**src/rtl/mps_pkg.sv**
```systemverilog
package mps_pkg;
   typedef enum logic {
      PLANE_NORMAL = 1'b0,
      PLANE_MIRROR = 1'b1
   } plane_e;

   // largest degradation for a given stage count and penalty width
   function automatic int max_degrade(input int stages, input int pen_w);
      return (stages / 2) + (1 << pen_w) - 1;
   endfunction

   // bits needed to hold values 0..v
   function automatic int bits_for(input int v);
      int w;
      w = 1;
      while ((1 << w) <= v) w++;
      return w;
   endfunction
endpackage

```
**src/rtl/mps_hl_counter.sv**
```systemverilog
module mps_hl_counter #(
   parameter int STAGES = 7,
   parameter int GROUP  = 4,
   parameter int CNT_W  = 3
) (
   input  logic [STAGES-1:0] states,
   output logic [CNT_W-1:0]  hl_cnt
);
   localparam int NGRP = (STAGES + GROUP - 1) / GROUP;

   if (GROUP < 1) begin : g_bad_group
      $error("mps_hl_counter: GROUP must be at least 1");
   end
   if ((1 << CNT_W) <= STAGES) begin : g_bad_width
      $error("mps_hl_counter: CNT_W too small for STAGES");
   end

   if (NGRP == 1) begin : g_flat
      // single group: one linear count over all bits
      always_comb begin
         hl_cnt = '0;
         for (int b = 0; b < STAGES; b++) hl_cnt = hl_cnt + CNT_W'(states[b]);
      end
   end else begin : g_grouped
      // per-group counts chained through a running sum
      logic [NGRP:0][CNT_W-1:0] acc;
      assign acc[0] = '0;
      for (genvar g = 0; g < NGRP; g++) begin : g_grp
         localparam int LO = g * GROUP;
         localparam int HI = (LO + GROUP > STAGES) ? STAGES : LO + GROUP;
         logic [CNT_W-1:0] part;
         always_comb begin
            part = '0;
            for (int b = LO; b < HI; b++) part = part + CNT_W'(states[b]);
         end
         assign acc[g+1] = acc[g] + part;
      end
      assign hl_cnt = acc[NGRP];
   end
endmodule

```
**src/rtl/mps_plane_decide.sv**
```systemverilog
module mps_plane_decide
   import mps_pkg::*;
#(
   parameter int STAGES = 7,
   parameter int CNT_W  = 3
) (
   input  logic [CNT_W-1:0] hl_cnt,
   output plane_e           plane,
   output logic [CNT_W-1:0] plane_cnt
);
   localparam int DW = CNT_W + 1;
   localparam logic [DW-1:0] S_EXT = DW'(STAGES);
   localparam logic [CNT_W-1:0] S_CNT = CNT_W'(STAGES);

   logic [DW-1:0] doubled;

   always_comb begin
      doubled = {hl_cnt, 1'b0};
      // strict comparison keeps the normal plane on an exact half
      plane = (doubled > S_EXT) ? PLANE_MIRROR : PLANE_NORMAL;
      plane_cnt = (plane == PLANE_MIRROR) ? (S_CNT - hl_cnt) : hl_cnt;
   end
endmodule

```
**src/rtl/mps_degrade_eval.sv**
```systemverilog
module mps_degrade_eval #(
   parameter int CNT_W = 3,
   parameter int PEN_W = 2,
   parameter int DEG_W = 3
) (
   input  logic [CNT_W-1:0] plane_cnt,
   input  logic [PEN_W-1:0] penalty,
   input  logic [DEG_W-1:0] limit,
   output logic [DEG_W-1:0] degrade,
   output logic             blocked
);
   if (DEG_W < CNT_W || DEG_W < PEN_W) begin : g_bad_width
      $error("mps_degrade_eval: DEG_W narrower than an addend");
   end

   always_comb begin
      degrade = DEG_W'(plane_cnt) + DEG_W'(penalty);
      blocked = degrade > limit;
   end
endmodule

```
**src/rtl/mirror_plane_selector.sv**
```systemverilog
module mirror_plane_selector
   import mps_pkg::*;
#(
   parameter int STAGES = 7,
   parameter int PEN_W  = 2,
   parameter int GROUP  = 4,
   parameter int DEG_W  = mps_pkg::bits_for(mps_pkg::max_degrade(STAGES, PEN_W))
) (
   input  logic              clk,
   input  logic              rst_n,
   input  logic              in_valid,
   input  logic [STAGES-1:0] in_states,
   input  logic [PEN_W-1:0]  sel_penalty,
   input  logic [DEG_W-1:0]  deg_limit,
   output logic              out_valid,
   output logic              out_mirror,
   output logic [DEG_W-1:0]  out_degrade,
   output logic              out_blocked
);
   localparam int CNT_W = bits_for(STAGES);

   if (STAGES < 1) begin : g_bad_stages
      $error("mirror_plane_selector: STAGES must be at least 1");
   end
   if (PEN_W < 1) begin : g_bad_pen
      $error("mirror_plane_selector: PEN_W must be at least 1");
   end
   if ((1 << DEG_W) <= max_degrade(STAGES, PEN_W)) begin : g_bad_deg
      $error("mirror_plane_selector: DEG_W cannot hold the worst degradation");
   end

   logic [CNT_W-1:0] hl_cnt;
   logic [CNT_W-1:0] plane_cnt;
   plane_e           plane;
   logic [DEG_W-1:0] degrade_c;
   logic             blocked_c;

   mps_hl_counter #(
      .STAGES (STAGES),
      .GROUP  (GROUP),
      .CNT_W  (CNT_W)
   ) u_count (
      .states (in_states),
      .hl_cnt (hl_cnt)
   );

   mps_plane_decide #(
      .STAGES (STAGES),
      .CNT_W  (CNT_W)
   ) u_decide (
      .hl_cnt    (hl_cnt),
      .plane     (plane),
      .plane_cnt (plane_cnt)
   );

   mps_degrade_eval #(
      .CNT_W (CNT_W),
      .PEN_W (PEN_W),
      .DEG_W (DEG_W)
   ) u_eval (
      .plane_cnt (plane_cnt),
      .penalty   (sel_penalty),
      .limit     (deg_limit),
      .degrade   (degrade_c),
      .blocked   (blocked_c)
   );

   always_ff @(posedge clk or negedge rst_n) begin
      if (!rst_n) begin
         out_valid   <= 1'b0;
         out_mirror  <= 1'b0;
         out_degrade <= '0;
         out_blocked <= 1'b0;
      end else begin
         out_valid <= in_valid;
         if (in_valid) begin
            out_mirror  <= (plane == PLANE_MIRROR);
            out_degrade <= degrade_c;
            out_blocked <= blocked_c;
         end
      end
   end
endmodule

```
**config.mk**
```make
export PLATFORM = sky130hd
export DESIGN_NAME = mirror_plane_selector
export DESIGN_NICKNAME = d
export VERILOG_FILES = /design/src/rtl/mps_pkg.sv /design/src/rtl/mps_hl_counter.sv /design/src/rtl/mps_plane_decide.sv /design/src/rtl/mps_degrade_eval.sv /design/src/rtl/mirror_plane_selector.sv
export SDC_FILE = /design/constraint.sdc
export NUM_CORES = 1
export LEC_CHECK = 0
export BUFFER_PORTS_ARGS = -buffer_cell sky130_fd_sc_hd__buf_2
export CAP_MARGIN = 0
export CORE_AREA = 2 2 39 41
export DETAILED_ROUTE_END_ITERATION = 8
export DIE_AREA = 0 0 41 43
export MAX_ROUTING_LAYER = met4
export PLACE_DENSITY = 0.63
export SYNTH_ARGS = -nofsm -noshare
export SYNTH_HDL_FRONTEND = slang
export SYNTH_SLANG_ARGS = --single-unit
```
**constraint.sdc**
```tcl
create_clock -name clk -period 1.2 [get_ports clk]
set_input_delay 0.18 -clock clk [delete_from_list [all_inputs] [get_ports clk]]
set_output_delay 0.18 -clock clk [all_outputs]
set_load 0.02 [all_outputs]
```
==> results of run 1 <==
metal layers:
layer / up-vias / share of wire (%)
li1: 187 / -
met1: 189 / 35
met2: 14 / 58
met3: 2 / 6.5
met4: 0 / 0.89
met5: - / 0
cells by family (layout without fill, tap and decap cells):
group	after synthesis	after routing
DFF	6	6
adders and majority gates	11	11
and+or+nand+nor	2	2
AOI/OAI and AO/OA	3	3
buffers and inverters	14	41
xor gates and xnor gates	3	3
muxes	4	4
stage by stage:
stage | utilization, % | cell area, um2 | instances
after floorplan | - | 523.0 | 43
after global placement | 48.10 | 665.6 | 82
after detailed placement | 48.10 | 665.6 | 82
after CTS | 52.80 | 730.7 | 86
after global routing | 54.25 | 750.7 | 86
final | 54.25 | 750.7 | 86
final timing paths:
check / end / cells past startpoint / startpoint
setup / recovery: out_blocked / 16 / in_states[4]
hold / removal: out_valid / 1 / in_valid
setup reg to reg: out_degrade[2] / 1 / out_degrade[2]
hold reg to reg: out_degrade[1] / 1 / out_degrade[1]
max in group asynchronous: out_degrade[2] / 2 / rst_n
min in group asynchronous: out_valid / 2 / rst_n
layout by cell type (no fill, tap or decap), types with 2 or more instances in the layout:
cell type | Yosys | routed
clkbuf_4 | 0 | 3
buf_2 | 0 | 16
mux2_4 | 1 | 4
ha_4 | 0 | 3
fa_1 | 4 | 2
buf_6 | 0 | 5
inv_2 | 0 | 5
fa_2 | 0 | 2
inv_1 | 14 | 9
buf_4 | 0 | 2
dfrtp_1 | 6 | 6
ha_1 | 7 | 3
flip-flops by register name, indices dropped and copies added, names as in the netlist:
signal and cells:
out_mirror 1, out_blocked 1, out_valid 1, out_degrade 3
power groups by stage:
stage	combinational (W)	sequential (W)	clock, W
global route	0.00107	0.000333	0.000198
finish	0.000949	0.000321	0.000183
global placement	0.000801	0.000319	0
floorplan	0.000453	0.000416	0
CTS	0.000865	0.000320	0.000188
detailed placement	0.000823	0.000321	0
final cells by class:
| type | instances | area, um2 |
|---|---|---|
| Tap cell | 16 | 20.02 |
| Inverter | 14 | 52.55 |
| Sequential cell | 6 | 150.1 |
| Clock buffer | 3 | 22.52 |
| Multi-Input combinational cell | 23 | 344.1 |
| Timing Repair Buffer | 24 | 161.4 |
| Fill cell | 121 | 633.1 |
timing repair:
action                                  4_1_cts  5_1_grt
gates resized for setup                       7        5
endpoints found under the setup margin        5        5
pin swaps                                     1        1
hold buffers                                  1        0
buffers inserted                              0        1
endpoints found under the hold margin         6        0
==> results.tsv, run 1 <==
stage	metric	value	unit
synthesis	postSynthAreaPerCell	11.23	um2
pwr	seqPwrFrac	22.1	%
route	avgRoutedWirePerCell	10.40	um
grt	grt_max_degree	8	
synthesis	synth-simple-area-share	2.332	%
setup_path	path_buf_inv	4	
synthesis	synth_fa_ha_area_share	34.72	%
route	dr.first_iter.drc_count	1	
synthesis	synth-edff-count	0	
setup_path	reg2reg_slack	0.44	ns
pwr	p_per_area	1936	nW/um2
timing	post-route-min-period	3.333	ns
timing	fin_crit_sh	277.8	%
floorplan	die_area	1763	um2
route	firstDrtPassIters	3	
cells_and_area	n_antenna_cell	0	
synthesis	synth_area_leader_cell	dfrtp_1	
synthesis	synth-seq-area-share	31.09	%
pwr	p_clk_share	12.6	%
route	viasPerCell	4.558	
setup_path	arrival	3.45	ns
floorplan	start_util	34.90	%
pwr	ir_drop	0.8620	mV
outcome	violations	negative setup slack	
grt	antenna_found_initial	0	
synthesis	synth_area	483.0	um2
placement	place_ws	-2.531	ns
route	routed_wl	894	um
cells_and_area	areaGrowthSynthToFinish	55.44	%
synthesis	synth.distinct_cells	14	
placement	routabilityCongestion	0.6590	
setup_path	crit_path_end_kind	flip-flop	
grt	grtUsageMet2	19.69	%
grt	busiest_layer	met2	
cells_and_area	finalNetCount	98	
clock_network	clkTransAtPathRegs	0.04	ns
setup_path	crit_slowest_cell	fa_1	
synthesis	netlist_top_cells_count	14 x inv_1, 7 x ha_1, 6 x dfrtp_1	
pwr	p_int	0.0009048	W
route	num_vias	392	
setup_path	crit_required	1.31	ns
pwr	switching_share	37.74	%
grt	gr-usage-met1	10.13	%
clock_network	cts_buffer_depth	2	
grt	grtUsageTotal	11.58	%
clock_network	h-tree-depth	1	
synthesis	synth_xor_area_share	6.995	%
floorplan	dieWidth	41	um
timing	worstMarginPinSlew	0.2040	ns
synthesis	synthCells	43	
timing	hold-worst-slack	0.1660	ns
setup_path	cp_common_cell	inv_2	
floorplan	coreArea	1384	um2
clock_network	cts.sinks	6	
timing	tns	-7.835	ns
hold_path	hp-class	in -> reg	
setup_path	start_kind	input port	
route	drcViolationCount	0	
synthesis	synth-compound-area-share	3.886	%
timing	fmax	0.3000	GHz
synthesis	async_flop_share	100.0	%
timing	grt_setup_unrepaired	true	
setup_path	crit_fanout	2	
synthesis	synth_top_family_by_area	adder cells	
setup_path	path_class	in -> reg	
route	antenna_left	0	
grt	gr-total-overflow	0	
synthesis	ys_top_cells_by_area	dfrtp_1 31%, ha_1 18%, fa_1 17%	
synthesis	synth_ff_type	dfrtp_1	
synthesis	yosysTopAreaCellShare	31.09	%
synthesis	yosysMostFrequentCell	inv_1	
setup_path	cpPeakStageDelay	0.49	ns
timing	skew	0	ns
floorplan	rows	14	
timing	setup_viol	5	
synthesis	synthMuxAreaShare	10.10	%
pwr	total_power	0.001453	W
pwr	leakage	0.3963	nW
clock_network	numCtsBuffers	3	
cells_and_area	drive_gt1_share	61.43	%
grt	grtUsageMet3	3.141	%
flow_run	maxCapViolCount	0	
timing	slew_violations	0	
clock_network	insertion_delay	0.24	ns
setup_path	worstPathCellList	buf_6 -> ha_4 -> inv_2 -> fa_1 -> fa_2 -> fa_2 -> xnor2_2 -> xnor2_1 -> ha_2 -> inv_2 -> fa_1 -> inv_2 -> ha_4 -> nor2b_1 -> o31ai_1 -> o22ai_1	
placement	hpwl	688.4	um
outcome	status	finished, violations left	
pwr	switchingPower	0.0005485	W
pwr	combPwrFrac	65.3	%
clock_network	cts_tree	built	
grt	grt_pass1_wl	1.317	mm
synthesis	synth_seq_cells	6	
synthesis	yosysWarnings	0	
synthesis	syn-num-nets	69	
grt	grt_pass1_vias	374	
timing	hold_violations	0	
placement	placement.io_buffers	20	
timing	setup_ws	-2.133	ns
setup_path	crit_family	adder cells	
floorplan	ios	21	
floorplan	fp.dieH	43	um
clock_network	root_buffer	clkbuf_4	
timing	relSlewSlack	86.28	%
No activity file was read; power rests on OpenSTA's default activity.
==> inputs of run 2 (changes only) <==
PLACE_DENSITY = 0.61   (was 0.63)
SYNTH_HIERARCHICAL = 1   (was default)
clock period = 3.95 ns   (was 1.2 ns; I/O delays follow)
==> run 2 against run 1 <==
  * The flow still finishes with violations (negative setup slack)
  * Wire length shrank 22%
  * Largest power group unchanged
  * Critical path depth down 1
  * Highest routed layer is now met3
  * Largest cell class unchanged
  * Area after synthesis down 3.4%
==> results.tsv, run 2 <==
stage	metric	value	unit	change
floorplan	rows	14		unchanged
cells_and_area	fillers	147		+21%
synthesis	synth_area_leader_cell	dfrtp_1		
route	firstDrtPassIters	1		-2
synthesis	synthMuxAreaShare	12.06	%	+2.0 points
setup_path	worstReg2RegEnd	out_blocked		
setup_path	reg2reg_slack	3.20	ns	+2.76 ns
timing	grt_setup_unrepaired	true		
setup_path	worstPathCellList	buf_2 -> inv_1 -> fa_1 -> fa_1 -> inv_1 -> fa_2 -> fa_2 -> xor2_1 -> ha_2 -> fa_1 -> ha_1 -> nor2b_1 -> o21ai_1 -> a32oi_1 -> mux2_4		
grt	grt_pass1_vias	357		-4.5%
synthesis	synth-edff-count	0		unchanged
route	dr.first_iter.drc_count	0		-1
synthesis	syn-num-nets	65		-5.8%
timing	post-route-min-period	4.039	ns	
outcome	violations	negative setup slack		
floorplan	coreArea	1384	um2	unchanged
cells_and_area	largest_reg_flops	3		unchanged
timing	setup_viol	1		-4
synthesis	synth-simple-area-share	1.340	%	-0.99 points
synthesis	yosysMostFrequentCell	inv_1		
route	routed_wl	697	um	-22%
setup_path	path_class	in -> reg		
cells_and_area	layout.cells.non_filler	78		-9.3%
cells_and_area	final_common_cell	buf_2		
placement	placement.io_buffers	20		unchanged
synthesis	synth_seq_cells	6		unchanged
setup_path	crit_start	in_states[0]		
clock_network	clkTransAtPathRegs	0.04	ns	about the same
grt	antenna_found_initial	0		unchanged
timing	fmax	0.2476	GHz	
pwr	p_per_area	580.2	nW/um2	-70%
placement	routabilityCongestion	0.6634		+0.67%
grt	grt_pass1_wl	1.248	mm	-5.2%
floorplan	die_area	1763	um2	unchanged
synthesis	synth_fa_ha_area_share	32.17	%	-2.5 points
setup_path	reg2reg_depth	1		unchanged
floorplan	dieWidth	41	um	unchanged
floorplan	start_util	33.73	%	-1.2 points
pwr	ir_drop	0.2514	mV	-71%
clock_network	cts.sinks	6		unchanged
clock_network	cts_tree	built		
setup_path	crit_slowest_cell	fa_1		
flow_run	maxCapViolCount	0		unchanged
timing	hold_violations	0		unchanged
clock_network	insertion_delay	0.23	ns	about the same
synthesis	ys_top_cells_by_area	dfrtp_1 32%, fa_1 21%, mux2_2 12%		
clock_network	cts_buffer_depth	2		unchanged
cells_and_area	n_antenna_cell	0		unchanged
synthesis	synth-compound-area-share	2.949	%	-0.94 points
clock_network	h-tree-depth	1		unchanged
setup_path	crit_fanout	3		+1
timing	hold-worst-slack	0.1704	ns	+0.004374 ns
floorplan	fp.dieH	43	um	unchanged
synthesis	synth-seq-area-share	32.17	%	+1.1 points
grt	grt_max_degree	7		-1
synthesis	postSynthAreaPerCell	11.38	um2	+1.3%
synthesis	synthCells	41		-4.7%
synthesis	yosysWarnings	6		+6
setup_path	crit_required	4.07	ns	+2.76 ns
setup_path	arrival	4.15	ns	+0.70 ns
route	viasPerCell	4.154		-8.9%
grt	gr-total-overflow	0		unchanged
cells_and_area	finalNetCount	88		-10%
synthesis	synth_area	466.7	um2	-3.4%
timing	setup_ws	-0.08944	ns	+2.044 ns
setup_path	crit_path_end_kind	flip-flop		
cells_and_area	layout_common_cells	20 x buf_2, 12 x inv_1, 6 x dfrtp_1		
clock_network	root_buffer	clkbuf_4		
synthesis	synth_ff_type	dfrtp_1		
cells_and_area	areaGrowthSynthToFinish	31.37	%	
hold_path	hp-class	in -> async		
setup_path	start_kind	input port		
synthesis	synth.distinct_cells	11		-3
placement	hpwl	663.2	um	-3.7%
cells_and_area	drive_gt1_share	51.61	%	-9.8 points
pwr	total_power	0.0003557	W	-76%
outcome	status	finished, violations left		
timing	fin_crit_sh	102.3	%	
route	drcViolationCount	0		unchanged
floorplan	ios	21		unchanged
setup_path	cpPeakStageDelay	0.49	ns	about the same
synthesis	async_flop_share	100.0	%	unchanged
setup_path	r2r_start	out_blocked		
placement	placedCellCount	75		-8.5%
synthesis	netlist_top_cells_count	12 x inv_1, 6 x dfrtp_1, 5 x fa_1, 5 x mux2_2, 4 x ha_1		
synthesis	synth_top_family_by_area	adder cells		
synthesis	yosysTopAreaCellShare	32.17	%	+1.1 points
setup_path	cp_common_cell	fa_1		
clock_network	postCtsHoldBufs	0		-1
timing	skew	0	ns	unchanged
clock_network	post_cts_buffers	0		unchanged
synthesis	synth_xor_area_share	5.630	%	-1.4 points
cells_and_area	regMostFlops	out_degrade		
timing	slew_violations	0		unchanged
clock_network	numCtsBuffers	3		unchanged
route	avgRoutedWirePerCell	8.936	um	-14%
pwr	leakage	0.3372	nW	-15%
grt	grtUsageTotal	10.76	%	-0.82 points
route	antenna_left	0		unchanged
route	num_vias	324		-17%
-- run 2: cell types whose count changed in the layout (fill, tap and decap cells not counted), sizes merged, moves of 2 or more --
cell / previous run / this run
buf: 23 / 20
ha: 7 / 4
inv: 14 / 12
xor2: 1 / 3
xnor2: 2 / 0
-- run 2: metrics by stage --
| stage | worst slack, ns | TNS (ns) | area [um2] | utilization [%] |
|---|---|---|---|---|
| finish | -0.08944 | -0.08944 | 613.1 | 44.30 |
| global route | -0.2194 | -0.2194 | 613.1 | 44.30 |
| CTS | -0.1132 | -0.1132 | 599.3 | 43.31 |
| detailed placement | -0.3883 | -0.3883 | 576.8 | 41.68 |
| global placement | -0.3330 | -0.3330 | 576.8 | 41.68 |
| floorplan | -0.1441 | -0.1441 | 471.7 | - |
-- run 2: layout make-up --
type,instances,area (um2),share of cell area (%)
inverters,12,45.04,7.347
flip-flops and latches,6,150.1,24.49
clock buffers,3,22.52,3.673
multi-input cells,21,275.3,44.90
repair buffers,20,100.1,16.33
well taps,16,20.02,3.265
-- run 2: report_power, final --
part	leakage (nW)	internal, W	switching (W)	total (W)
registers	0.0707	0.0000860	0.00000973	0.0000957
logic	0.253	0.000100	0.000107	0.000207
clock network	0.0138	0.0000342	0.0000191	0.0000533
-- run 2: repair_timing --
item                       CTS  global route
setup endpoints to repair    1             1
resized for setup            0             3
pin swaps                    1             0
-- run 2: worst max-delay path: cells and delay by family --
kind,cells,cell delay [ns]
fa+ha+maj,7,2.66
mux,1,0.26
compound gates,2,0.18
buf+inv,3,0.16
xor+xnor,1,0.16
simple gates,1,0.13
-- run 2: worst max path at each step --
stage,to,slack (ns),depth (start not counted)
after floorplan,out_blocked,-0.14,14
after global placement,out_blocked,-0.33,15
after global routing,out_blocked,-0.22,15
final,out_blocked,-0.09,15
after detailed placement,out_blocked,-0.39,15
after CTS,out_blocked,-0.11,14
-- run 2: logic make-up (layout without fill, tap and decap cells) --
logic type,Yosys count,in the layout
AOI/OAI and AO/OA,2,2
xor gates and xnor gates,3,3
other,1,1
DFF,6,6
and+or+nand+nor,1,1
adders and majority gates,9,9
muxes,5,5
buffers and inverters,14,35
-- run 2: layer usage --
layer | part of all wire, % | track usage, %
met3 | 6.3 | 3.141
met5 | 0 | -
met1 | 42 | 10.47
met4 | 0 | 4.000
met2 | 52 | 18.75
==> inputs of run 3 (changes only) <==
CTS_CLUSTER_SIZE = 28   (was default)
PLACE_DENSITY = 0.63   (was 0.61)
SETUP_SLACK_MARGIN = 0.1   (was default)
SYNTH_HIERARCHICAL = default   (was 1)
==> run 3 against run 2 <==
  * The flow now finishes without violations
  * Critical path type unchanged
  * Register-to-register slack hardly changed
  * Sequential cell count stayed put
  * Worst hold slack better by 0.0015 ns
  * Die area stayed put
  * Clock power is 2% lower
  * Fmax is 5.2% higher
  * Setup slack better by 0.20 ns
  * Non-clock buffer count is 2 higher
  * Global-route usage is 0.85 points lower
==> results.tsv, run 3 (same netlist as run 1, synthesis figures left out) <==
stage	metric	value	unit	change
grt	grt_pass1_vias	340		-4.8%
setup_path	path_buf_inv	4		+1
setup_path	cp-endpoint	out_blocked		
timing	skew	0	ns	unchanged
timing	fin_crit_sh	97.20	%	-5.1 points
grt	gr-total-overflow	0		unchanged
timing	hold_violations	0		unchanged
cells_and_area	fin_util	46.65	%	+2.4 points
setup_path	cp.depth	16		+1
setup_path	worstReg2RegEnd	out_mirror		
cells_and_area	layout_common_cells	20 x buf_2, 14 x inv_1, 7 x ha_1		
grt	antenna_found_initial	0		unchanged
clock_network	cts.sinks	6		unchanged
setup_path	cpPeakStageDelay	0.47	ns	-0.02 ns
timing	post-route-min-period	3.839	ns	-0.2001 ns
route	dr.first_iter.drc_count	0		unchanged
route	viasPerCell	4.333		+4.3%
timing	worstMarginPinSlew	0.2022	ns	
placement	dpl_cell_area	623.1	um2	+8.0%
clock_network	root_buffer	clkbuf_4		
timing	tns	0	ns	+0.08944 ns
timing	fmax	0.2605	GHz	+5.2%
placement	hpwl	684.8	um	+3.3%
cells_and_area	finalNetCount	96		+9.1%
route	firstDrtPassIters	1		unchanged
pwr	p_per_area	578.3	nW/um2	-0.33%
setup_path	crit_start	in_states[4]		
timing	relSlewSlack	86.40	%	
cells_and_area	largest_reg_flops	3		unchanged
clock_network	cts.repair.resized	0		unchanged
clock_network	h-tree-depth	1		unchanged
setup_path	start_kind	input port		
outcome	status	finished, final reports clean		
setup_path	path_class	in -> reg		
grt	grt_pass1_wl	1.138	mm	-8.8%
setup_path	reg2reg_slack	3.19	ns	about the same
floorplan	dieWidth	41	um	unchanged
cells_and_area	fillers	145		-1.4%
pwr	total_power	0.0003733	W	+5.0%
floorplan	ios	21		unchanged
setup_path	crit_slowest_cell	fa_1		
setup_path	crit_required	4.05	ns	-0.02 ns
cells_and_area	seq_area	150.1	um2	unchanged
cells_and_area	areaGrowthSynthToFinish	33.68	%	
clock_network	cts_tree	built		
setup_path	crit_path_end_kind	flip-flop		
clock_network	clkTransAtPathRegs	0.04	ns	about the same
clock_network	insertion_delay	0.23	ns	about the same
setup_path	crit_family	adder cells		
route	num_vias	364		+12%
cells_and_area	multi_input_area	285.3	um2	+3.6%
timing	hold-worst-slack	0.1719	ns	+0.001467 ns
floorplan	rows	14		unchanged
route	avgRoutedWirePerCell	8.857	um	-0.88%
flow_run	maxCapViolCount	0		unchanged
floorplan	fp.dieH	43	um	unchanged
cells_and_area	regMostFlops	out_degrade		
timing	grt_setup_unrepaired	true		
pwr	ir_drop	0.2057	mV	-18%
setup_path	worstPathCellList	buf_2 -> ha_1 -> inv_1 -> fa_1 -> fa_2 -> fa_2 -> xnor2_2 -> xnor2_1 -> ha_1 -> inv_1 -> fa_1 -> inv_1 -> ha_1 -> nor2b_1 -> o31ai_1 -> o22ai_1		
hold_path	hp-class	in -> async		
clock_network	cts_buffer_depth	2		unchanged
setup_path	arrival	3.94	ns	-0.21 ns
pwr	leakage	0.3706	nW	+9.9%
floorplan	die_area	1763	um2	unchanged
timing	slew_violations	0		unchanged
route	drcViolationCount	0		unchanged
floorplan	start_util	34.90	%	+1.2 points
grt	grt_max_degree	8		+1
placement	routabilityCongestion	0.5869		-12%
clock_network	post_cts_buffers	0		unchanged
cells_and_area	drive_gt1_share	47.06	%	-4.6 points
setup_path	r2r_start	out_mirror		
cells_and_area	n_antenna_cell	0		unchanged
route	routed_wl	744	um	+6.7%
setup_path	crit_fanout	2		-1
floorplan	coreArea	1384	um2	unchanged
clock_network	numCtsBuffers	3		unchanged
grt	grtUsageTotal	9.916	%	-0.85 points
route	antenna_left	0		unchanged
cells_and_area	final_common_cell	buf_2		
placement	placement.io_buffers	20		unchanged
setup_path	reg2reg_depth	1		unchanged
timing	setup_viol	0		-1
cells_and_area	stdcell_area	645.6	um2	+5.3%
==> run 3: timing repair <==
action	CTS	global route
hold buffers	0	0
pin swaps	1	0
gates cloned	0	0
endpoints found under the setup margin	1	1
==> run 3: worst min-delay path by stage <==
stage,start,endpoint,cells past startpoint
after floorplan,rst_n,out_blocked,0
final,rst_n,out_mirror,1
after detailed placement,rst_n,out_degrade[1],1
after global routing,rst_n,out_degrade[2],1
after CTS,rst_n,out_valid,1
after global placement,rst_n,out_degrade[1],1
==> run 3: layout make-up <==
class                           instances  share of cell area [%]
Multi-Input combinational cell         23                   44.19
Timing Repair Buffer                   22                   17.83
Clock buffer                            3                   3.488
Inverter                               14                   8.140
Sequential cell                         6                   23.26
Tap cell                               16                   3.101
==> run 3: metrics by stage <==
stage	setup slack [ns]	cells
CTS	0.07861	84
detailed placement	-0.1931	81
global placement	-0.1910	81
global route	-0.06570	84
finish	0.1106	84
floorplan	0.02957	43
==> run 3: power by group <==
part	internal (W)	switching, W
clock	0.0000341	0.0000184
combinational	0.000112	0.000113
sequential	0.0000854	0.0000104
==> run 3: metal layers <==
layer	vias up	routed length [um]	global-route usage, %
met5	-	0	-
met4	0	0	2.000
met3	0	38	4.712
met2	13	405	18.44
met1	165	300	8.081
li1	186	-	-
